--- config.mk ---
export PLATFORM = sky130hd
export DESIGN_NAME = power_mode_ctrl
export DESIGN_NICKNAME = d
export VERILOG_FILES = /design/src/rtl/pmc_pkg.sv /design/src/rtl/pmc_ctrl.sv /design/src/rtl/pmc_regs.sv /design/src/rtl/power_mode_ctrl.sv
export SDC_FILE = /design/constraint.sdc
export NUM_CORES = 1
export LEC_CHECK = 0
export ABC_AREA = 1
export BUFFER_PORTS_ARGS = -buffer_cell sky130_fd_sc_hd__clkbuf_2
export CAP_MARGIN = 40
export CORE_MARGIN = 2
export CORE_UTILIZATION = 30
export CTS_CLUSTER_DIAMETER = 200
export DETAILED_ROUTE_END_ITERATION = 8
export PLACE_DENSITY_LB_ADDON = 0.3
export SYNTH_ARGS = -nofsm -noshare
export SYNTH_HDL_FRONTEND = slang
export SYNTH_SLANG_ARGS = --single-unit
--- constraint.sdc ---
create_clock -name clk -period 1.65 [get_ports clk]
set_input_delay 0.33 -clock clk [delete_from_list [all_inputs] [get_ports clk]]
set_output_delay 0.33 -clock clk [all_outputs]
set_load 0.03 [all_outputs]
--- src/rtl/pmc_pkg.sv ---
package pmc_pkg;
  localparam int ADDR_W = 4;
  localparam int DATA_W = 8;
  localparam int NSLOT  = 6;

  localparam logic [ADDR_W-1:0] A_SRA  = 4'd0;
  localparam logic [ADDR_W-1:0] A_SRB  = 4'd1;
  localparam logic [ADDR_W-1:0] A_CMDA = 4'd2;
  localparam logic [ADDR_W-1:0] A_CMDB = 4'd3;
  localparam logic [ADDR_W-1:0] A_IMR  = 4'd4;
  localparam logic [ADDR_W-1:0] A_ISR  = 4'd5;
  localparam logic [ADDR_W-1:0] A_OPR  = 4'd6;
  localparam logic [ADDR_W-1:0] A_OPCR = 4'd7;
  localparam logic [ADDR_W-1:0] A_IVR  = 4'd8;
  localparam logic [ADDR_W-1:0] A_IPR  = 4'd9;

  localparam logic [3:0] CMD_SLEEP = 4'hC;
  localparam logic [3:0] CMD_WAKE  = 4'hD;
  localparam logic [DATA_W-1:0] VEC_RST = 8'h0F;

  localparam int S_IMR = 2;
  localparam int S_ISR = 3;
  localparam int S_IVR = 5;

  typedef enum logic [1:0] {MODE_RUN, MODE_SLEEP, MODE_WAKE} mode_e;

  typedef struct packed {
    logic running;
    logic regWr;
    logic portWr;
    logic invalidate;
  } ctlStb_t;

  function automatic logic [ADDR_W-1:0] slotAddr(input int s);
    case (s)
      0:       return A_SRA;
      1:       return A_SRB;
      2:       return A_IMR;
      3:       return A_ISR;
      4:       return A_OPCR;
      default: return A_IVR;
    endcase
  endfunction

  function automatic logic [DATA_W-1:0] slotRst(input int s);
    return (s == S_IVR) ? VEC_RST : '0;
  endfunction

  function automatic logic isSlot(input logic [ADDR_W-1:0] a);
    logic hit;
    hit = 1'b0;
    for (int s = 0; s < NSLOT; s++) if (a == slotAddr(s)) hit = 1'b1;
    return hit;
  endfunction
endpackage

--- src/rtl/pmc_ctrl.sv ---
module pmc_ctrl
  import pmc_pkg::*;
#(
  parameter int WAKE_CYC = 20
) (
  input  logic              clk,
  input  logic              rstN,
  input  logic              wrEn,
  input  logic [ADDR_W-1:0] addr,
  input  logic [3:0]        cmdNib,
  output ctlStb_t           stb,
  output logic              inStandby,
  output logic              wakeReady
);
  localparam int CNT_W = $clog2(WAKE_CYC + 1);

  mode_e mode;
  logic [CNT_W-1:0] waitCnt;
  logic cmdAWr;

  assign cmdAWr = wrEn && (addr == A_CMDA);

  always_ff @(posedge clk or negedge rstN) begin
    if (!rstN) begin
      mode      <= MODE_RUN;
      waitCnt   <= '0;
      wakeReady <= 1'b0;
    end else begin
      wakeReady <= 1'b0;
      case (mode)
        MODE_RUN: begin
          if (cmdAWr && cmdNib == CMD_SLEEP) mode <= MODE_SLEEP;
        end
        MODE_SLEEP: begin
          if (cmdAWr && cmdNib == CMD_WAKE) begin
            mode    <= MODE_WAKE;
            waitCnt <= CNT_W'(WAKE_CYC - 1);
          end
        end
        default: begin
          if (waitCnt == '0) begin
            mode      <= MODE_RUN;
            wakeReady <= 1'b1;
          end else begin
            waitCnt <= waitCnt - CNT_W'(1);
          end
        end
      endcase
    end
  end

  always_comb begin
    stb.running    = (mode == MODE_RUN);
    stb.regWr      = stb.running && wrEn && isSlot(addr);
    stb.portWr     = wrEn && (addr == A_OPR);
    stb.invalidate = stb.running && cmdAWr && (cmdNib == CMD_SLEEP);
  end

  assign inStandby = !stb.running;
endmodule

--- src/rtl/pmc_regs.sv ---
module pmc_regs
  import pmc_pkg::*;
(
  input  logic              clk,
  input  logic              rstN,
  input  ctlStb_t           stb,
  input  logic              rdEn,
  input  logic [ADDR_W-1:0] addr,
  input  logic [DATA_W-1:0] wrData,
  input  logic [DATA_W-1:0] inPort,
  output logic [DATA_W-1:0] rdData,
  output logic              rdStale,
  output logic [DATA_W-1:0] outPort,
  output logic              irq
);
  logic [DATA_W-1:0] regQ [NSLOT];
  logic [NSLOT-1:0]  fresh;

  always_ff @(posedge clk or negedge rstN) begin
    if (!rstN) begin
      for (int s = 0; s < NSLOT; s++) regQ[s] <= slotRst(s);
      fresh <= '1;
    end else begin
      for (int s = 0; s < NSLOT; s++) begin
        if (stb.regWr && addr == slotAddr(s)) begin
          regQ[s]  <= wrData;
          fresh[s] <= 1'b1;
        end else if (stb.invalidate) begin
          fresh[s] <= 1'b0;
        end
      end
    end
  end

  always_ff @(posedge clk or negedge rstN) begin
    if (!rstN)           outPort <= '0;
    else if (stb.portWr) outPort <= wrData;
  end

  always_comb begin
    rdData  = '0;
    rdStale = 1'b0;
    if (rdEn) begin
      if (addr == A_IPR) begin
        rdData = inPort;
      end else if (stb.running) begin
        if (addr == A_OPR) rdData = outPort;
        for (int s = 0; s < NSLOT; s++) begin
          if (addr == slotAddr(s)) begin
            rdData  = regQ[s];
            rdStale = !fresh[s];
          end
        end
      end
    end
  end

  assign irq = stb.running && |(regQ[S_ISR] & regQ[S_IMR]);
endmodule

--- src/rtl/power_mode_ctrl.sv ---
module power_mode_ctrl
  import pmc_pkg::*;
#(
  parameter int WAKE_CYC = 20,
  parameter int EN_W     = 3
) (
  input  logic              clk,
  input  logic              rstN,
  input  logic              wrEn,
  input  logic              rdEn,
  input  logic [ADDR_W-1:0] addr,
  input  logic [DATA_W-1:0] wrData,
  input  logic [DATA_W-1:0] inPort,
  output logic [DATA_W-1:0] rdData,
  output logic              rdStale,
  output logic [DATA_W-1:0] outPort,
  output logic [EN_W-1:0]   clkEn,
  output logic              inStandby,
  output logic              wakeReady,
  output logic              irq
);
  ctlStb_t stb;

  pmc_ctrl #(.WAKE_CYC(WAKE_CYC)) i_ctrl (
    .clk(clk), .rstN(rstN), .wrEn(wrEn), .addr(addr),
    .cmdNib(wrData[7:4]), .stb(stb), .inStandby(inStandby),
    .wakeReady(wakeReady)
  );

  pmc_regs i_regs (
    .clk(clk), .rstN(rstN), .stb(stb), .rdEn(rdEn), .addr(addr),
    .wrData(wrData), .inPort(inPort), .rdData(rdData),
    .rdStale(rdStale), .outPort(outPort), .irq(irq)
  );

  for (genvar g = 0; g < EN_W; g++) begin : g_en
    assign clkEn[g] = stb.running;
  end
endmodule

==> results.yml, run 1 <==
outcome:
  status: "finished, violations left"
  failing_checks: "negative setup slack"
cells_and_area:
  final_core_util_pct: 47.0
  num-nets-final: 606
  area_growth_syn_to_layout_pct: 52.8
  final_cell_count_no_fill: 753
  drive_gt1_share_pct: 41.9
  num_antenna_cells: 0
yosys:
  synthesis.area_um2: 3710
  synthDominantCellAreaShare_pct: 40.5
  combinational_family_with_the_most_area_after_synthesis: "simple AND/OR/NAND/NOR gates"
  mappedNetlistNets: 488
  synth_simple_gate_area_share_pct: 28.5
  synth.ff_latch_count: 70
  post_synthesis_share_of_cell_area_spent_on_full_adders_half_adders_and_majority_gates_pct: 0.675
  ys_types: 34
  seq_total_area_yosys_pct: 47.6
  netlist.top_cell.by_area: "sky130_fd_sc_hd__dfrtp_1"
  proportion_of_synthesized_area_in_mux_cells_pct: 0
  synth_compound_gate_area_share_pct: 15.1
  syn_area_per_cell_um2: 8.02
  synth_xor_area_share_pct: 0.472
  synth_top_cells_by_area: "sky130_fd_sc_hd__dfrtp_1, sky130_fd_sc_hd__nand2_1, sky130_fd_sc_hd__dfstp_2"
  synthesis.instances: 462
  synth_warnings: 0
critical_path:
  cp-end-kind: "primary output"
  worstPathArrival_ps: 1620
  worstSetupStartpointType: "register"
  timing.critical_path.required_ps: 1320
  crit_type: "reg2out"
  critical_path_peak_fanout: 3
cts:
  cts.reportedPaths.clkPinSlew_ps: 60
  tritoncts.num_buffers: 9
  cts_max_path_buffers: 2
  clk-insertion-delay-late_ps: 340
  cts_tree: "done"
  clkSinkCount: 70
  cts_root_buf: "sky130_fd_sc_hd__clkbuf_16"
  h-tree-depth: 3
route:
  final_routed_wirelength_across_all_metal_layers_um: 11300
  dr_total_vias: 3574
  drc: 0
  first_iter_violations: 174
  detail-route-antenna-nets: 0
  post_detailed_route_via_to_cell_ratio: 4.75
  drt-wirelength-per-cell_um: 15.0
  dr.pass1.iters: 5
power_and_ir_drop:
  leakagePower_uw: 0.00273
  power.share.switching_pct: 33.5
  power.internal_uw: 4800
  comb_power_share_pct: 33.2
  vdd_drop_max_mv: 0.571
  power.share.sequential_pct: 35.4
  powerDensity_nw_per_um2: 1280
  switchingPower_uw: 2420
  total_power_uw: 7220
  power.share.clock_pct: 31.4
global_route:
  grt_first_pass_wirelength_um: 17500
  grt_pass1_vias: 3335
  initial_antenna_violation_count: 0
  grt_max_degree: 71
  grt_overflow: 0
  track_usage_pct: 17.4
sta:
  drv_slew: 0
  post-route-min-period_ps: 1950
  final_min_period_over_clock_period_pct: 118
  slew_headroom_pct: 70.4
  fmax_mhz: 512
  final-setup-viol-count: 55
  fin_hold_ws_ps: 13.7
  finalClockSkew_ps: 4.48
  fin_ws_ps: -304
  grt_setup_unrepaired: "yes"
  report.final.hold_viol_count: 0
  tightest_slew_ps: 443
run:
  max_cap_viols: 0
placed_design:
  port_buffers: 46
  place.gp.congestion: 0.869
  place_ws_ps: -459
  dpl.cell_count: 708
  hpwl_um: 7760
die:
  horizontal_die_dimension_um: 115
  initial_utilization_pct: 30.7
  num_io_pins: 47
  core_area_um2: 12100
  placement_rows: 40
  die_h_um: 115
  die_area_um2: 13300
worst_hold_path:
  min-delay-path-class: "in2async"
==> placed cells by master (no fill, tap or decap), types with 6 or more instances in the layout <==
cell	netlist	layout
sky130_fd_sc_hd__clkbuf_16	0	9
sky130_fd_sc_hd__nand3_1	31	25
sky130_fd_sc_hd__nand3_2	0	7
sky130_fd_sc_hd__buf_12	0	10
sky130_fd_sc_hd__buf_4	6	53
sky130_fd_sc_hd__nor2_1	35	26
sky130_fd_sc_hd__a21oi_1	17	7
sky130_fd_sc_hd__nand2_2	2	14
sky130_fd_sc_hd__dfstp_2	10	10
sky130_fd_sc_hd__clkbuf_8	0	6
sky130_fd_sc_hd__buf_6	4	15
sky130_fd_sc_hd__nand2_1	140	127
sky130_fd_sc_hd__dfrtp_1	60	60
sky130_fd_sc_hd__buf_8	0	9
sky130_fd_sc_hd__nor2_4	4	10
sky130_fd_sc_hd__a21oi_4	0	9
sky130_fd_sc_hd__o21ai_0	32	25
sky130_fd_sc_hd__inv_1	36	31
sky130_fd_sc_hd__o21ai_2	21	24
sky130_fd_sc_hd__o21ai_1	19	23
sky130_fd_sc_hd__clkbuf_2	1	27
==> metrics by stage <==
stage | setup TNS [ps] | cell area, um^2
detailed placement | -12630 | 4570
floorplan | 0 | 3820
finish | -4870 | 5660
CTS | -3720 | 5230
global placement | -12360 | 4570
global route | -9670 | 5660
==> timing repair <==
item | in CTS | in global routing
gates resized for setup | 52 | 85
hold buffers | 0 | 0
pin swaps | 7 | 29
setup endpoints to repair | 23 | 57
setup buffers | 10 | 14
cloned | 1 | 5
==> final cells by class <==
cell class                 count  area (um^2)
clock inverter                 5          106
tap                          168          210
inverter                      40          173
timing repair buffer         120         1110
clock buffer                  11          243
sequential                    70         1760
fill                        1160         6400
multi-input combinational    339         2060
==> flip-flops by register name, summed over array words and instances, names as in the netlist <==
name              count
i_regs.fresh          6
i_ctrl.wakeReady      1
i_ctrl.mode           2
i_ctrl.waitCnt        5
i_regs.regQ          48
i_regs.outPort        8
==> critical path: stages (launching register included) <==
cell and delay, ps:
sky130_fd_sc_hd__dfrtp_1 410, sky130_fd_sc_hd__nor2_4 200, sky130_fd_sc_hd__buf_4 140, sky130_fd_sc_hd__buf_6 100, sky130_fd_sc_hd__inv_4 40, sky130_fd_sc_hd__buf_6 110
sky130_fd_sc_hd__a21oi_4 140, sky130_fd_sc_hd__buf_8 140
==> cell usage after synthesis <==
cell type,n
sky130_fd_sc_hd__nand2_1,140
sky130_fd_sc_hd__dfrtp_1,60
sky130_fd_sc_hd__inv_1,36
sky130_fd_sc_hd__nor2_1,35
sky130_fd_sc_hd__o21ai_0,32
sky130_fd_sc_hd__nand3_1,31
sky130_fd_sc_hd__o21ai_2,21
sky130_fd_sc_hd__o21ai_1,19
sky130_fd_sc_hd__a21oi_1,17
sky130_fd_sc_hd__nor3_1,11
sky130_fd_sc_hd__dfstp_2,10
sky130_fd_sc_hd__buf_2,6
sky130_fd_sc_hd__buf_4,6
sky130_fd_sc_hd__buf_6,4
sky130_fd_sc_hd__nand2_4,4
sky130_fd_sc_hd__nor2_4,4
sky130_fd_sc_hd__or2_0,3
sky130_fd_sc_hd__a221oi_1,2
sky130_fd_sc_hd__ha_1,2
sky130_fd_sc_hd__inv_2,2
sky130_fd_sc_hd__nand2_2,2
sky130_fd_sc_hd__nand3_4,2
sky130_fd_sc_hd__nand4_1,2
sky130_fd_sc_hd__clkbuf_1,1
sky130_fd_sc_hd__clkbuf_2,1
sky130_fd_sc_hd__clkinv_1,1
sky130_fd_sc_hd__inv_6,1
sky130_fd_sc_hd__nand3b_1,1
sky130_fd_sc_hd__nor2_2,1
sky130_fd_sc_hd__o211ai_2,1
sky130_fd_sc_hd__o22ai_1,1
sky130_fd_sc_hd__or2_2,1
sky130_fd_sc_hd__xnor2_1,1
sky130_fd_sc_hd__xor2_1,1
==> power by group through the flow <==
stage | combinational, uW | clock [uW] | sequential [uW]
finish | 2400 | 2270 | 2560
floorplan | 1230 | 0 | 2550
detailed placement | 1870 | 0 | 2550
global placement | 1830 | 0 | 2540
CTS | 2160 | 2290 | 2540
global route | 2640 | 2370 | 2620
==> cells by family after synthesis <==
logic type | count (synthesis)
and+or+nand+nor | 237
adders and majority gates | 2
DFF | 70
xor gates and xnor gates | 2
AOI/OAI and AO/OA | 93
buffers and inverters | 58
==> layer usage <==
metal / wire, um / global-route usage [%] / vias up
met2: 5480 / 27.2 / 81
met4: 159 / 5.86 / 0
met5: 0 / 0 / -
li1: - / - / 1757
met1: 5250 / 24.4 / 1723
met3: 405 / 3.06 / 13
==> path summary, 6_finish.rpt <==
path	endpoint	from	cells past startpoint	slack, ps
worst min-delay path	i_ctrl.waitCnt[2]	rstN	2	10
worst min register to register	i_regs.fresh[4]	i_regs.fresh[4]	2	470
worst max-delay path	irq	i_ctrl.mode[1]	7	-300
min in group clk	i_regs.regQ[24]	wrData[0]	3	230
worst max register to register	i_regs.regQ[26]	i_ctrl.mode[1]	11	-90
max in group asynchronous	i_regs.regQ[1]	rstN	2	1300
(Power assumes the default switching activity.)
==> run 2: changes to the inputs <==
--- a/config.mk
+++ b/config.mk
@@ -13,6 +13,7 @@
 export CTS_CLUSTER_DIAMETER = 200
 export DETAILED_ROUTE_END_ITERATION = 8
 export PLACE_DENSITY_LB_ADDON = 0.3
+export SETUP_SLACK_MARGIN = 0.02
 export SYNTH_ARGS = -nofsm -noshare
 export SYNTH_HDL_FRONTEND = slang
 export SYNTH_SLANG_ARGS = --single-unit
==> results.yml, run 2 (synthesis results as in run 1) <==
global_route:
  track_usage_pct: 16.9
  initial_antenna_violation_count: 0
  grt_first_pass_wirelength_um: 17400
  met3_layer_usage_reported_by_global_route_pct: 3.27
  grt_overflow: 0
  grt_max_degree: 71
  grt_most_used_layer: "met2"
  grtUsageMet1_pct: 23.1
  grt_util_met2_pct: 27.5
  grt_pass1_vias: 3361
cells_and_area:
  drive_gt1_share_pct: 50.7
  multi_input_comb_area_um2: 2290
  num-nets-final: 603
  nFillCells: 1104
  most_frequent_cells_in_the_layout: "sky130_fd_sc_hd__nand2_1, sky130_fd_sc_hd__dfrtp_1, sky130_fd_sc_hd__nand2_2"
  reg_top3: "i_regs.regQ: 48 flops, i_regs.outPort: 8 flops, i_regs.fresh: 6 flops"
  area_growth_syn_to_layout_pct: 57.6
  final_common_cell: "sky130_fd_sc_hd__nand2_1"
  final_cell_count_no_fill: 750
  final_core_util_pct: 48.4
  num_antenna_cells: 0
  max_flop_register: "i_regs.regQ"
  layout.area.seq_um2: 1760
  largest_reg_flops: 48
critical_path:
  cp-end-kind: "primary output"
  timing.critical_path.required_ps: 1320
  crit_type: "reg2out"
  worstPathArrival_ps: 1610
  cell_count_of_the_worst_reg_to_reg_path: 9
  worstSetupStartpointType: "register"
  critical_path_peak_fanout: 5
cts:
  h-tree-depth: 3
  cts_max_path_buffers: 2
  clkSinkCount: 70
  cts_tree: "done"
  tritoncts.num_buffers: 9
  cts_root_buf: "sky130_fd_sc_hd__clkbuf_16"
  cts.reportedPaths.clkPinSlew_ps: 60
  ctsHoldBuffers: 0
  clk-insertion-delay-late_ps: 330
die:
  placement_rows: 40
  initial_utilization_pct: 30.7
  die_h_um: 115
  core_area_um2: 12100
  die_area_um2: 13300
  num_io_pins: 47
  horizontal_die_dimension_um: 115
sta:
  final-setup-viol-count: 66
  slew_headroom_pct: 71.0
  drv_slew: 0
  grt_setup_unrepaired: "yes"
  tightest_slew_ps: 434
  post-route-min-period_ps: 1940
  fmax_mhz: 516
  finalClockSkew_ps: 6.21
  fin_ws_ps: -290
  final.setup.tns_ps: -8430
  report.final.hold_viol_count: 0
  final_min_period_over_clock_period_pct: 118
route:
  first_iter_violations: 212
  drc: 0
  final_routed_wirelength_across_all_metal_layers_um: 11700
  post_detailed_route_via_to_cell_ratio: 4.86
  dr_total_vias: 3646
  drt-wirelength-per-cell_um: 15.5
  detail-route-antenna-nets: 0
  dr.pass1.iters: 5
outcome:
  status: "finished, violations left"
  failing_checks: "negative setup slack"
power_and_ir_drop:
  vdd_drop_max_mv: 0.568
  leakagePower_uw: 0.00272
  powerDensity_nw_per_um2: 1250
placed_design:
  place.gp.congestion: 0.810
  dpl.cell_count: 705
  hpwl_um: 7550
  port_buffers: 46
worst_hold_path:
  min-delay-path-class: "in2async"
run:
  max_cap_viols: 0
run 2: worst paths after layout:
kind | endpoint | slack, ps | start
setup / recovery | rdData[3] | -290 | i_ctrl.mode[0]
hold / removal | i_ctrl.waitCnt[2] | 10 | rstN
setup reg to reg | i_regs.regQ[29] | -230 | i_ctrl.mode[0]
hold reg to reg | i_regs.regQ[3] | 470 | i_regs.regQ[3]
max in group asynchronous | i_regs.fresh[1] | 1280 | rstN
min in group clk | i_regs.regQ[24] | 230 | wrData[0]
run 2: metrics by stage:
step	setup slack [ps]	area (um^2)	hold slack, ps	total power, uW
after floorplan	18.3	3830	34.4	3790
after global placement	-384	4550	376	4340
after detailed placement	-409	4550	390	4400
after CTS	-287	5280	35.0	6790
after global routing	-353	5840	51.0	7680
final	-290	5840	14.9	7310
run 2: routing by layer:
| metal | routed length, um | up-vias | share of wire (%) |
|---|---|---|---|
| met3 | 514 | 12 | 4.4 |
| met2 | 5820 | 99 | 50 |
| li1 | - | 1750 | - |
| met4 | 183 | 0 | 1.6 |
| met5 | 0 | - | 0 |
| met1 | 5130 | 1785 | 44 |
run 2: worst max-delay path: stages (launching register included):
cell and delay [ps]:
sky130_fd_sc_hd__dfrtp_1 400, sky130_fd_sc_hd__nor2_4 210, sky130_fd_sc_hd__nand2_4 120, sky130_fd_sc_hd__nor3_2 160, sky130_fd_sc_hd__nand2_2 90, sky130_fd_sc_hd__a21oi_4 120, sky130_fd_sc_hd__clkbuf_8 170
run 2: final cells by class:
cell class | count | share of cell area, %
flip-flops and latches | 70 | 30.2
well taps | 168 | 3.60
repair buffers | 113 | 18.2
clock buffers | 10 | 4.09
repair inverters | 1 | 0.129
multi-input cells | 342 | 39.2
clock inverters | 6 | 1.61
inverters | 40 | 2.98
run 2: what timing repair did:
item / in CTS / in global routing
resized for setup: 82 / 132
endpoints found under the hold margin: 0 / 0
setup buffers: 9 / 9
pin swaps: 25 / 20
cloned: 4 / 8
endpoints found under the setup margin: 48 / 72
run 2: power breakdown:
group,switching (uW),internal [uW]
clock network,772,1370
registers,382,2220
logic,1410,1150
total,2560,4740
